==> src/rtl/pm_pkg.sv <==
package pm_pkg;
  typedef enum logic [1:0] {
    PM_NONE = 2'd0,
    PM_AND  = 2'd1,
    PM_OR   = 2'd2,
    PM_PRIO = 2'd3
  } pm_mode_e;
endpackage

==> src/rtl/pm_sampler.sv <==
module pm_sampler #(
  parameter int W = 8
) (
  input  logic         clk,
  input  logic         rst,
  input  logic [W-1:0] port_in,
  input  logic [W-1:0] pol_inv,
  output logic [W-1:0] cur,
  output logic [W-1:0] prev,
  output logic         lvl_ok,
  output logic         edge_ok
);
  logic [1:0] vld;

  always_ff @(posedge clk) begin
    if (rst) begin
      cur  <= '0;
      prev <= '0;
      vld  <= '0;
    end else begin
      cur  <= port_in ^ pol_inv;
      prev <= cur;
      vld  <= {vld[0], 1'b1};
    end
  end

  assign lvl_ok  = vld[0];
  assign edge_ok = vld[1];

  // edge history is never valid before a level sample exists
  a_r3_history_order: assert property (@(posedge clk) disable iff (rst)
    edge_ok |-> lvl_ok);
endmodule

==> src/rtl/pm_bitcond.sv <==
module pm_bitcond #(
  parameter int W = 8
) (
  input  logic [W-1:0] cur,
  input  logic [W-1:0] prev,
  input  logic         lvl_ok,
  input  logic         edge_ok,
  input  logic [W-1:0] pat_pol,
  input  logic [W-1:0] pat_trans,
  input  logic [W-1:0] pat_mask,
  output logic [W-1:0] sat,
  output logic [W-1:0] active
);
  for (genvar i = 0; i < W; i++) begin : g_bit
    logic chg;
    assign chg       = cur[i] ^ prev[i];
    assign active[i] = pat_mask[i] | pat_trans[i];
    always_comb begin
      case ({pat_mask[i], pat_trans[i]})
        2'b00:   sat[i] = 1'b0;
        2'b01:   sat[i] = edge_ok & chg;
        2'b10:   sat[i] = lvl_ok & (cur[i] == pat_pol[i]);
        default: sat[i] = edge_ok & chg & (cur[i] == pat_pol[i]);
      endcase
    end
  end
endmodule

==> src/rtl/pm_combine.sv <==
module pm_combine
  import pm_pkg::*;
#(
  parameter int W = 8,
  localparam int IDXW = (W > 1) ? $clog2(W) : 1
) (
  input  logic [W-1:0]    sat,
  input  logic [W-1:0]    active,
  input  pm_mode_e        mode,
  output logic            match,
  output logic [IDXW-1:0] code
);
  logic any_hit, all_hit;

  assign any_hit = |(sat & active);
  assign all_hit = (|active) & (&(sat | ~active));

  always_comb begin
    case (mode)
      PM_AND:  match = all_hit;
      PM_OR,
      PM_PRIO: match = any_hit;
      default: match = 1'b0;
    endcase
  end

  // Ascending scan: the last hit seen is the highest index
  always_comb begin
    code = '0;
    for (int i = 0; i < W; i++)
      if (sat[i] && active[i]) code = IDXW'(i);
  end
endmodule

==> src/rtl/pmatch_detector.sv <==
module pmatch_detector
  import pm_pkg::*;
#(
  parameter int W = 8,
  localparam int IDXW = (W > 1) ? $clog2(W) : 1
) (
  input  logic            clk,
  input  logic            rst,
  input  logic [W-1:0]    port_in,
  input  logic [W-1:0]    pol_inv,
  input  logic [W-1:0]    pat_pol,
  input  logic [W-1:0]    pat_trans,
  input  logic [W-1:0]    pat_mask,
  input  logic [1:0]      pm_mode,
  input  logic            latch_en,
  input  logic            clr_flag,
  output logic            hit,
  output logic            match_flag,
  output logic [W-1:0]    latched_data,
  output logic [IDXW-1:0] prio_code
);
  logic [W-1:0]    cur, prev, sat, active;
  logic            lvl_ok, edge_ok, match;
  logic [IDXW-1:0] code;
  pm_mode_e        mode;

  assign mode = pm_mode_e'(pm_mode);

  pm_sampler #(.W(W)) u_smp (
    .clk(clk), .rst(rst), .port_in(port_in), .pol_inv(pol_inv),
    .cur(cur), .prev(prev), .lvl_ok(lvl_ok), .edge_ok(edge_ok)
  );

  pm_bitcond #(.W(W)) u_cond (
    .cur(cur), .prev(prev), .lvl_ok(lvl_ok), .edge_ok(edge_ok),
    .pat_pol(pat_pol), .pat_trans(pat_trans), .pat_mask(pat_mask),
    .sat(sat), .active(active)
  );

  pm_combine #(.W(W)) u_comb (
    .sat(sat), .active(active), .mode(mode), .match(match), .code(code)
  );

  always_ff @(posedge clk) begin
    if (rst) begin
      hit          <= 1'b0;
      match_flag   <= 1'b0;
      latched_data <= '0;
      prio_code    <= '0;
    end else begin
      hit <= match;
      if (match)         match_flag <= 1'b1;
      else if (clr_flag) match_flag <= 1'b0;
      if (match && latch_en)          latched_data <= cur;
      if (match && mode == PM_PRIO)   prio_code    <= code;
    end
  end

  // no match event while combining is off
  a_r4_none_quiet: assert property (@(posedge clk) disable iff (rst)
    (pm_mode == 2'd0) |=> !hit);
  // a match event always leaves the flag set
  a_r7_flag_on_hit: assert property (@(posedge clk) disable iff (rst)
    hit |-> match_flag);
  // the flag only falls after a clear request
  a_r7_flag_clear: assert property (@(posedge clk) disable iff (rst)
    $fell(match_flag) |-> $past(clr_flag));
  // captured data moves only on a match with capture enabled
  a_r8_latch_hold: assert property (@(posedge clk) disable iff (rst)
    !$stable(latched_data) |-> (hit && $past(latch_en)));
  // priority code moves only on a priority-mode match
  a_r5_code_hold: assert property (@(posedge clk) disable iff (rst)
    !$stable(prio_code) |-> (hit && $past(pm_mode) == 2'd3));
endmodule

==> config.mk <==
export PLATFORM = sky130hd
export DESIGN_NAME = pmatch_detector
export DESIGN_NICKNAME = d
export VERILOG_FILES = /design/src/rtl/pm_pkg.sv /design/src/rtl/pm_sampler.sv /design/src/rtl/pm_bitcond.sv /design/src/rtl/pm_combine.sv /design/src/rtl/pmatch_detector.sv
export SDC_FILE = /design/constraint.sdc
export NUM_CORES = 1
export LEC_CHECK = 0
export ABC_CLOCK_PERIOD_IN_PS = 4100
export BUFFER_PORTS_ARGS = -buffer_cell sky130_fd_sc_hd__buf_4
export CAP_MARGIN = 10
export CORE_ASPECT_RATIO = 1.5
export CORE_MARGIN = 8
export CORE_UTILIZATION = 50
export CTS_CLUSTER_SIZE = 8
export DETAILED_ROUTE_END_ITERATION = 16
export PLACE_DENSITY = 0.8
export SLEW_MARGIN = 30
export SYNTH_ARGS = -nofsm -noshare
export SYNTH_HDL_FRONTEND = slang
export SYNTH_SLANG_ARGS = --single-unit
==> constraint.sdc <==
create_clock -name clk -period 4.1 [get_ports clk]
set_clock_uncertainty 0.1 [all_clocks]
set_input_delay 1.23 -clock clk [delete_from_list [all_inputs] [get_ports clk]]
set_output_delay 1.23 -clock clk [all_outputs]
set_load 0.005 [all_outputs]
==> flow_summary.json, run 1 <==
{
  "syn_avg_cell_area_um2": 8.59,
  "netlist_area_mm2": 0.00170,
  "cp.required_ns": 4.17,
  "reg2reg_slack_ns": 1.44,
  "setup_tns_ns": 0,
  "place_area_mm2": 0.00216,
  "viasPerCell": 5.50,
  "r2r_start": "u_smp.vld[0]",
  "cts_made_buffers": 5,
  "area_delta_synth_final_pct": 34.0,
  "cp.arrival_ns": 3.27,
  "start_util_pct": 51.2,
  "drv_cap": 0,
  "synthTopCellsByArea": "dfxtp_1 (36%), mux2_4 (7.1%), xnor2_1 (5.2%)",
  "overflow": 0,
  "clock_tree.root_cell": "clkbuf_8",
  "finalSetupViolCount": 0,
  "die-area_mm2": 0.00556,
  "register_area_um2": 621,
  "slew_viol_final": 0,
  "yosysTopAreaCellShare_pct": 36.5,
  "die_width_um": 63.6,
  "cts_resized": 0,
  "slew_headroom_pct": 63.6,
  "antenna_found_initial": 0,
  "grt_setup_unrepaired": "no",
  "yosysSeqAreaShare_pct": 36.5,
  "hold_violations": 0,
  "fin_crit_sh_pct": 78.0,
  "min_from": "prio_code[2]",
  "fin_area_mm2": 0.00228,
  "core_area_mm2": 0.00332,
  "peakVddDrop_mv": 0.289,
  "numPortBuffers": 58,
  "r2r-end": "latched_data[3]",
  "hold_depth": 2,
  "cts_setup_buffers": 0,
  "hold_path_end": "prio_code[2]",
  "path_class": "input port to flop",
  "cts_sinks": 31,
  "nets": 304,
  "multi_input_area_um2": 976,
  "cts_hold_buf": 0,
  "grt_pass1_wl_mm": 7.15,
  "vias": 1655,
  "worst-r2r-cell-count": 7,
  "fmax_mhz": 313,
  "htree_num_levels": 2,
  "tightest_slew_ns": 0.540,
  "row_count": 26,
  "grt_util_all_layers_pct": 16.3,
  "synthCells": 198,
  "place_congestion": 0.918,
  "ys_ff_latch": 31,
  "die_h_um": 87.4,
  "status": "finished clean",
  "post-dp-hpwl_mm": 3.52,
  "routed_wl_mm": 4.46,
  "first_iter_violations": 47,
  "fill_cells": 293,
  "dr.pass1.iters": 4,
  "yosysTopAreaCell": "dfxtp_1",
  "hold_class": "flop to flop",
  "cp-end-kind": "flop",
  "clk_path_buf_depth": 2,
  "wl_per_cell_um": 14.8,
  "syn_nets": 244,
  "critPathLaunchType": "input port",
  "crit_fanout": 8,
  "power_density_mw_per_mm2": 352,
  "antenna_left": 0,
  "clk_latency_ns": 0.29,
  "drive_gt1_share_pct": 30.1,
  "leakagePower_nw": 0.997,
  "io_pins": 59,
  "drcViolationCount": 0,
  "cts_tree": "yes",
  "grt_max_degree": 32,
  "antenna_cells": 0,
  "ys_warn_count": 0,
  "grt_pass1_vias": 1690,
  "clk_pin_slew_ns": 0.07,
  "yosysUniqueCellTypes": 43,
  "period_minus_slack_ns": 3.20
}
==> cell families after synthesis <==
| group | count (synthesis) | share of synthesized area [%] |
|---|---|---|
| and+or+nand+nor | 64 | 19.6 |
| AOI/OAI and AO/OA | 57 | 23.5 |
| DFF | 31 | 36.5 |
| buffers and inverters | 24 | 6.11 |
| xor gates and xnor gates | 14 | 7.21 |
| muxes | 8 | 7.06 |
==> per-stage QoR <==
| stage | utilization (%) | setup slack [ns] | hold WS, ns | power (W) | std cells |
|---|---|---|---|---|---|
| 3_5_place_dp | 65.1 | 0.649 | 0.362 | 0.000496 | 293 |
| 5_1_grt | 68.7 | 0.838 | 0.396 | 0.000837 | 301 |
| 4_1_cts | 68.7 | 0.936 | 0.370 | 0.000806 | 301 |
| 3_3_place_gp | 65.1 | 0.688 | 0.345 | 0.000493 | 293 |
| 6_report | 68.7 | 0.904 | 0.364 | 0.000802 | 301 |
| 2_1_floorplan | - | 1.09 | 0.341 | 0.000423 | 198 |
==> layer usage <==
metal / share of wire, % / global-route usage, % / wire length (um)
met3: 7.0 / 6.57 / 314
met5: 0 / 0 / 0
met1: 36 / 14.6 / 1620
met2: 54 / 29.9 / 2400
met4: 2.9 / 9.57 / 131
==> critical path: stages <==
cell and delay [ns]:
buf_4 0.13, nor4_1 0.42, o2111ai_1 0.18, nor4_2 0.28, nand4_2 0.19, a21boi_4 0.48, mux2_4 0.35
==> cells in the final DEF (no fill, tap or decap), drive strengths merged, types with 2 or more instances in the layout <==
| master | synthesis | final |
|---|---|---|
| mux2 | 8 | 8 |
| o211ai | 3 | 3 |
| a21oi | 11 | 11 |
| clkbuf | 2 | 6 |
| o21ai | 12 | 12 |
| nand3 | 2 | 2 |
| buf | 3 | 58 |
| o311ai | 2 | 2 |
| nand2b | 5 | 5 |
| xnor2 | 10 | 10 |
| nor4 | 5 | 5 |
| a21boi | 3 | 3 |
| dfxtp | 31 | 31 |
| nor2 | 16 | 16 |
| nand4 | 4 | 4 |
| o2111ai | 2 | 2 |
| o22ai | 3 | 3 |
| nor2b | 13 | 13 |
| inv | 19 | 19 |
| nand2 | 16 | 16 |
| a31oi | 3 | 3 |
| a211o | 2 | 2 |
| a221oi | 9 | 9 |
| xor2 | 4 | 4 |
==> synth_stat cells <==
library cell / number
a31oi_1: 3
o211ai_1: 3
o22ai_1: 3
a211oi_1: 1
xor2_1: 4
a21boi_1: 1
o311ai_1: 1
clkbuf_1: 2
o21ai_1: 4
o31ai_1: 1
a21o_1: 1
o21a_1: 1
inv_1: 18
a221oi_1: 9
buf_1: 1
and3b_1: 1
nor2b_1: 13
o311a_1: 1
a211o_1: 2
nor4_1: 4
nand4_2: 1
inv_6: 1
dfxtp_1: 31
a21oi_1: 11
o2111ai_1: 2
o311ai_0: 1
buf_2: 1
o21ai_0: 8
xnor2_1: 10
nand2b_1: 5
nor3_1: 1
nand3_1: 2
o2111a_1: 1
a21boi_0: 1
buf_6: 1
nor4_2: 1
nor2_1: 16
mux2_4: 8
a21boi_4: 1
a311oi_1: 1
nand2_1: 16
nor3b_1: 1
nand4_1: 3
==> report_power, final <==
group	internal, W	switching (W)
logic	0.0000818	0.0000715
registers	0.000320	0.0000158
clock network	0.000196	0.000116
==> worst max-delay path by stage <==
stage	startpoint	end	slack (ns)
after global placement	pat_trans[2]	latched_data[5]	0.69
after global routing	pat_trans[2]	latched_data[5]	0.84
after CTS	pat_trans[2]	latched_data[3]	0.94
after detailed placement	pat_trans[2]	latched_data[2]	0.65
after floorplan	pat_pol[6]	latched_data[0]	1.09
final	pat_trans[2]	latched_data[3]	0.90
==> layout make-up <==
class	count	area share, %
Multi-Input combinational cell	143	42.8
Sequential cell	31	27.2
Tap cell	42	2.31
Inverter	19	3.35
Timing Repair Buffer	58	19.1
Clock inverter	2	1.54
Clock buffer	6	3.62
==> flip-flops by register name (all words and copies together) (netlist names) <==
signal,flops
hit,1
latched_data,8
match_flag,1
prio_code,3
u_smp.cur,8
u_smp.prev,8
u_smp.vld,2
Power figures use the tool's default switching activity.
==> run 2, diff against run 1 <==
--- a/config.mk
+++ b/config.mk
@@ -5,15 +5,15 @@
 export SDC_FILE = /design/constraint.sdc
 export NUM_CORES = 1
 export LEC_CHECK = 0
-export ABC_CLOCK_PERIOD_IN_PS = 4100
+export ABC_CLOCK_PERIOD_IN_PS = 3200
 export BUFFER_PORTS_ARGS = -buffer_cell sky130_fd_sc_hd__buf_4
 export CAP_MARGIN = 10
 export CORE_ASPECT_RATIO = 1.5
 export CORE_MARGIN = 8
-export CORE_UTILIZATION = 50
+export CORE_UTILIZATION = 49
 export CTS_CLUSTER_SIZE = 8
 export DETAILED_ROUTE_END_ITERATION = 16
-export PLACE_DENSITY = 0.8
+export PLACE_DENSITY = 0.78
 export SLEW_MARGIN = 30
 export SYNTH_ARGS = -nofsm -noshare
 export SYNTH_HDL_FRONTEND = slang
==> constraint.sdc (replaced) <==
create_clock -name clk -period 3.2 [get_ports clk]
set_clock_uncertainty 0.1 [all_clocks]
set_input_delay 0.96 -clock clk [delete_from_list [all_inputs] [get_ports clk]]
set_output_delay 0.96 -clock clk [all_outputs]
set_load 0.005 [all_outputs]
==> flow_summary.json, run 2 (synthesis gave the netlist of run 1 again) <==
{
  "status": "finished clean",
  "fin_hold_ws_ns": 0.358,
  "die_h_um": 88.1,
  "area_delta_synth_final_pct": 35.5,
  "cts_setup_buffers": 0,
  "htree_num_levels": 2,
  "cp-end-kind": "flop",
  "crit_fanout": 6,
  "register_area_um2": 621,
  "worstPathCellList": "buf_4 > nor4_1 > o2111ai_1 > nor4_2 > nand4_2 > a21boi_4 > buf_12 > mux2_4",
  "leakagePower_nw": 1.01,
  "crit_family": "simple AND/OR/NAND/NOR gates",
  "crit_buf_inv": 2,
  "power_density_mw_per_mm2": 420,
  "drcViolationCount": 0,
  "fmax_mhz": 353,
  "io_pins": 59,
  "grt_pass1_vias": 1647,
  "critPathLaunchType": "input port",
  "cts_hold_buf": 0,
  "post-dp-hpwl_mm": 3.40,
  "die_width_um": 64.1,
  "cp.arrival_ns": 2.91,
  "core_area_mm2": 0.00335,
  "slew_viol_final": 0,
  "nets": 308,
  "place_area_mm2": 0.00220,
  "grt_pass1_wl_mm": 7.15,
  "clk_latency_ns": 0.28,
  "crit_slowest_cell": "nor4_1",
  "peakVddDrop_mv": 0.313,
  "start_util_pct": 50.7,
  "grt_setup_unrepaired": "no",
  "reg_top3": "latched_data x8, u_smp.cur x8, u_smp.prev x8",
  "clock_tree.root_cell": "clkbuf_8",
  "overflow": 0,
  "fin_crit_sh_pct": 88.6,
  "antenna_found_initial": 0,
  "hold_violations": 0,
  "path_class": "input port to flop",
  "cts_tree": "yes",
  "clk_pin_slew_ns": 0.06,
  "multi_input_area_um2": 976,
  "critPathMaxStageDelay_ns": 0.47,
  "dp.cells": 297,
  "vias": 1607,
  "cts_sinks": 31,
  "antenna_cells": 0,
  "die-area_mm2": 0.00565,
  "cp.required_ns": 3.27,
  "fill_cells": 293,
  "grt_util_all_layers_pct": 16.1,
  "reg2reg_slack_ns": 0.85,
  "drv_cap": 0,
  "tightest_slew_ns": 0.491,
  "antenna_left": 0,
  "clk_path_buf_depth": 2,
  "wl_per_cell_um": 14.1,
  "finalNonFillerCells": 305,
  "grt_max_degree": 32,
  "numPortBuffers": 58,
  "fin_area_mm2": 0.00230,
  "power_w": 0.000967,
  "period_minus_slack_ns": 2.83,
  "layout_commonest_cell": "buf_4",
  "drive_gt1_share_pct": 30.8,
  "dr.pass1.iters": 4,
  "viasPerCell": 5.27,
  "slew_headroom_pct": 66.8,
  "routed_wl_mm": 4.30,
  "hold_class": "flop to flop",
  "finalSetupViolCount": 0,
  "setup_tns_ns": 0,
  "row_count": 26,
  "first_iter_violations": 34,
  "cts_made_buffers": 5,
  "cts_resized": 0,
  "place_congestion": 0.822,
  "final_cell_mix": "buf_4 (61), dfxtp_1 (31), inv_1 (18), nor2_1 (16), nand2_1 (16)"
}
==> run 2: per-stage QoR <==
step / worst slack (ns) / utilization [%]
floorplan: 0.464 / -
global placement: 0.245 / 65.8
detailed placement: 0.183 / 65.8
CTS: 0.446 / 68.7
global route: 0.286 / 68.7
finish: 0.366 / 68.7
==> run 2: worst min-delay path, delay by kind of cell (launching register included) <==
| kind | cells | cell delay, ns |
|---|---|---|
| simple gates | 1 | 0.05 |
| compound gates | 1 | 0.05 |
| flops | 1 | 0.31 |
==> run 2: final timing paths <==
check / from / end / cells after the start
hold / removal: prio_code[2] / prio_code[2] / 2
setup / recovery: pat_trans[2] / latched_data[0] / 8
setup reg to reg: u_smp.vld[0] / latched_data[0] / 8
hold reg to reg: prio_code[2] / prio_code[2] / 2
==> run 2: area by class of cell <==
type / count / area share, %
clock buffer: 8 / 4.35
inverter: 19 / 3.31
multi-input combinational: 143 / 42.4
sequential: 31 / 26.9
tap: 42 / 2.28
timing repair buffer: 62 / 20.7
==> run 2: routing by layer <==
layer	vias up	global-route usage (%)	wire, um
li1	834	-	-
met1	729	15.7	1660
met2	36	29.0	2290
met3	8	6.40	253
met4	0	7.77	90
met5	-	0	0
==> run 2: power by group <==
group,leakage [nW],switching [W],internal (W),total (W)
Combinational,0.705,0.0000975,0.000111,0.000209
Sequential,0.255,0.0000152,0.000411,0.000426
Clock,0.0515,0.000136,0.000196,0.000332
Total,1.01,0.000249,0.000718,0.000967
==> run 3, diff against run 2 <==
--- a/config.mk
+++ b/config.mk
@@ -5,7 +5,7 @@
 export SDC_FILE = /design/constraint.sdc
 export NUM_CORES = 1
 export LEC_CHECK = 0
-export ABC_CLOCK_PERIOD_IN_PS = 3200
+export ABC_CLOCK_PERIOD_IN_PS = 3050
 export BUFFER_PORTS_ARGS = -buffer_cell sky130_fd_sc_hd__buf_4
 export CAP_MARGIN = 10
 export CORE_ASPECT_RATIO = 1.5
==> constraint.sdc (replaced) <==
create_clock -name clk -period 3.05 [get_ports clk]
set_clock_uncertainty 0.1 [all_clocks]
set_input_delay 0.915 -clock clk [delete_from_list [all_inputs] [get_ports clk]]
set_output_delay 0.915 -clock clk [all_outputs]
set_load 0.005 [all_outputs]
==> flow_summary.json, run 3 (synthesis gave the netlist of run 1 again) <==
{
  "status": "finished clean",
  "core_area_mm2": 0.00335,
  "nets": 308,
  "grt_setup_unrepaired": "no",
  "worstSetupEndpoint": "latched_data[3]",
  "htree_num_levels": 2,
  "power_density_mw_per_mm2": 427,
  "fin_area_mm2": 0.00227,
  "slew_headroom_pct": 64.2,
  "hold_violations": 0,
  "grt_max_degree": 32,
  "critPathLaunchType": "input port",
  "routed_wl_mm": 4.42,
  "grt_util_all_layers_pct": 15.8,
  "dr.pass1.iters": 4,
  "numPortBuffers": 58,
  "antenna_found_initial": 0,
  "grt_pass1_vias": 1630,
  "slew_viol_final": 0,
  "clk_pin_slew_ns": 0.07,
  "clk_latency_ns": 0.28,
  "clk_path_buf_depth": 2,
  "worst-r2r-cell-count": 8,
  "cts_hold_buf": 0,
  "antenna_left": 0,
  "cts_setup_buffers": 0,
  "tightest_slew_ns": 0.530,
  "place_area_mm2": 0.00219,
  "grt_pass1_wl_mm": 7.23,
  "vias": 1645,
  "cts_sinks": 31,
  "period_minus_slack_ns": 2.66,
  "leakagePower_nw": 1.00,
  "cp.required_ns": 3.12,
  "viasPerCell": 5.39,
  "overflow": 0,
  "cts_tree": "yes",
  "hold_class": "flop to flop",
  "cp.arrival_ns": 2.74,
  "drive_gt1_share_pct": 31.2,
  "wl_per_cell_um": 14.5,
  "die-area_mm2": 0.00565,
  "path_class": "input port to flop",
  "drv_cap": 0,
  "final_cell_mix": "buf_4 (62), dfxtp_1 (31), inv_1 (18), nor2_1 (16), nand2_1 (16)",
  "die_h_um": 88.1,
  "drcViolationCount": 0,
  "peakVddDrop_mv": 0.327,
  "crit_fanout": 6,
  "reg2reg_slack_ns": 0.67,
  "critPathLaunch": "pat_trans[2]",
  "fmax_mhz": 375,
  "clock_tree.root_cell": "clkbuf_8",
  "r2r-end": "latched_data[3]",
  "io_pins": 59,
  "cts_resized": 0,
  "area_delta_synth_final_pct": 33.8,
  "die_width_um": 64.1,
  "setup_tns_ns": 0,
  "cts_made_buffers": 5,
  "row_count": 26,
  "antenna_cells": 0,
  "first_iter_violations": 45,
  "finalSetupViolCount": 0,
  "post-dp-hpwl_mm": 3.58,
  "layout_commonest_cell": "buf_4",
  "r2r_start": "u_smp.vld[0]",
  "reg_top3": "latched_data x8, u_smp.cur x8, u_smp.prev x8",
  "cp-end-kind": "flop",
  "start_util_pct": 50.7,
  "fin_crit_sh_pct": 87.3,
  "place_congestion": 0.873
}
[run 3: how the worst min path moves through the flow]
stage                    endpoint         start  cells after the start
CTS                  prio_code[2]  prio_code[2]                      2
global route         prio_code[0]  prio_code[0]                      2
global placement     prio_code[2]  prio_code[2]                      2
detailed placement   prio_code[2]  prio_code[2]                      2
floorplan           u_smp.prev[2]  u_smp.cur[2]                      2
finish               prio_code[2]  prio_code[2]                      2
[run 3: report_power, final]
part | internal [W] | leakage, nW | total (W) | switching [W]
Combinational | 0.000114 | 0.701 | 0.000214 | 0.0000999
Clock | 0.000156 | 0.0477 | 0.000307 | 0.000152
Sequential | 0.000431 | 0.255 | 0.000450 | 0.0000188
Total | 0.000700 | 1.00 | 0.000971 | 0.000270
[run 3: cell type report]
type / count / area [um2]
Clock buffer: 5 / 68.8
Clock inverter: 3 / 15.0
Fill cell: 284 / 1080
Inverter: 19 / 76.3
Multi-Input combinational cell: 143 / 976
Sequential cell: 31 / 621
Tap cell: 42 / 52.6
Timing Repair Buffer: 62 / 465
[run 3: metal layers]
layer	global-route usage (%)	vias up	routed length (um)
li1	-	839	-
met1	15.9	751	1750
met2	29.0	49	2340
met3	4.23	6	243
met4	8.57	0	85
met5	0	-	0
[run 3: critical path, stage by stage]
cell and delay, ns:
buf_4 0.13, nor4_1 0.40, o2111ai_1 0.16, nor4_2 0.27, nand4_2 0.18, a21boi_4 0.19
buf_4 0.17, mux2_4 0.31
[run 3: stage by stage]
stage / setup slack (ns) / util [%] / std cells / total power [W] / hold slack [ns]
final: 0.387 / 67.9 / 305 / 0.000971 / 0.356
after global placement: 0.142 / 65.4 / 297 / 0.000668 / 0.345
after detailed placement: 0.0817 / 65.4 / 297 / 0.000672 / 0.348
after floorplan: 0.359 / - / 198 / 0.000568 / 0.341
after global routing: 0.275 / 67.9 / 305 / 0.00101 / 0.402
after CTS: 0.400 / 67.9 / 305 / 0.000976 / 0.357
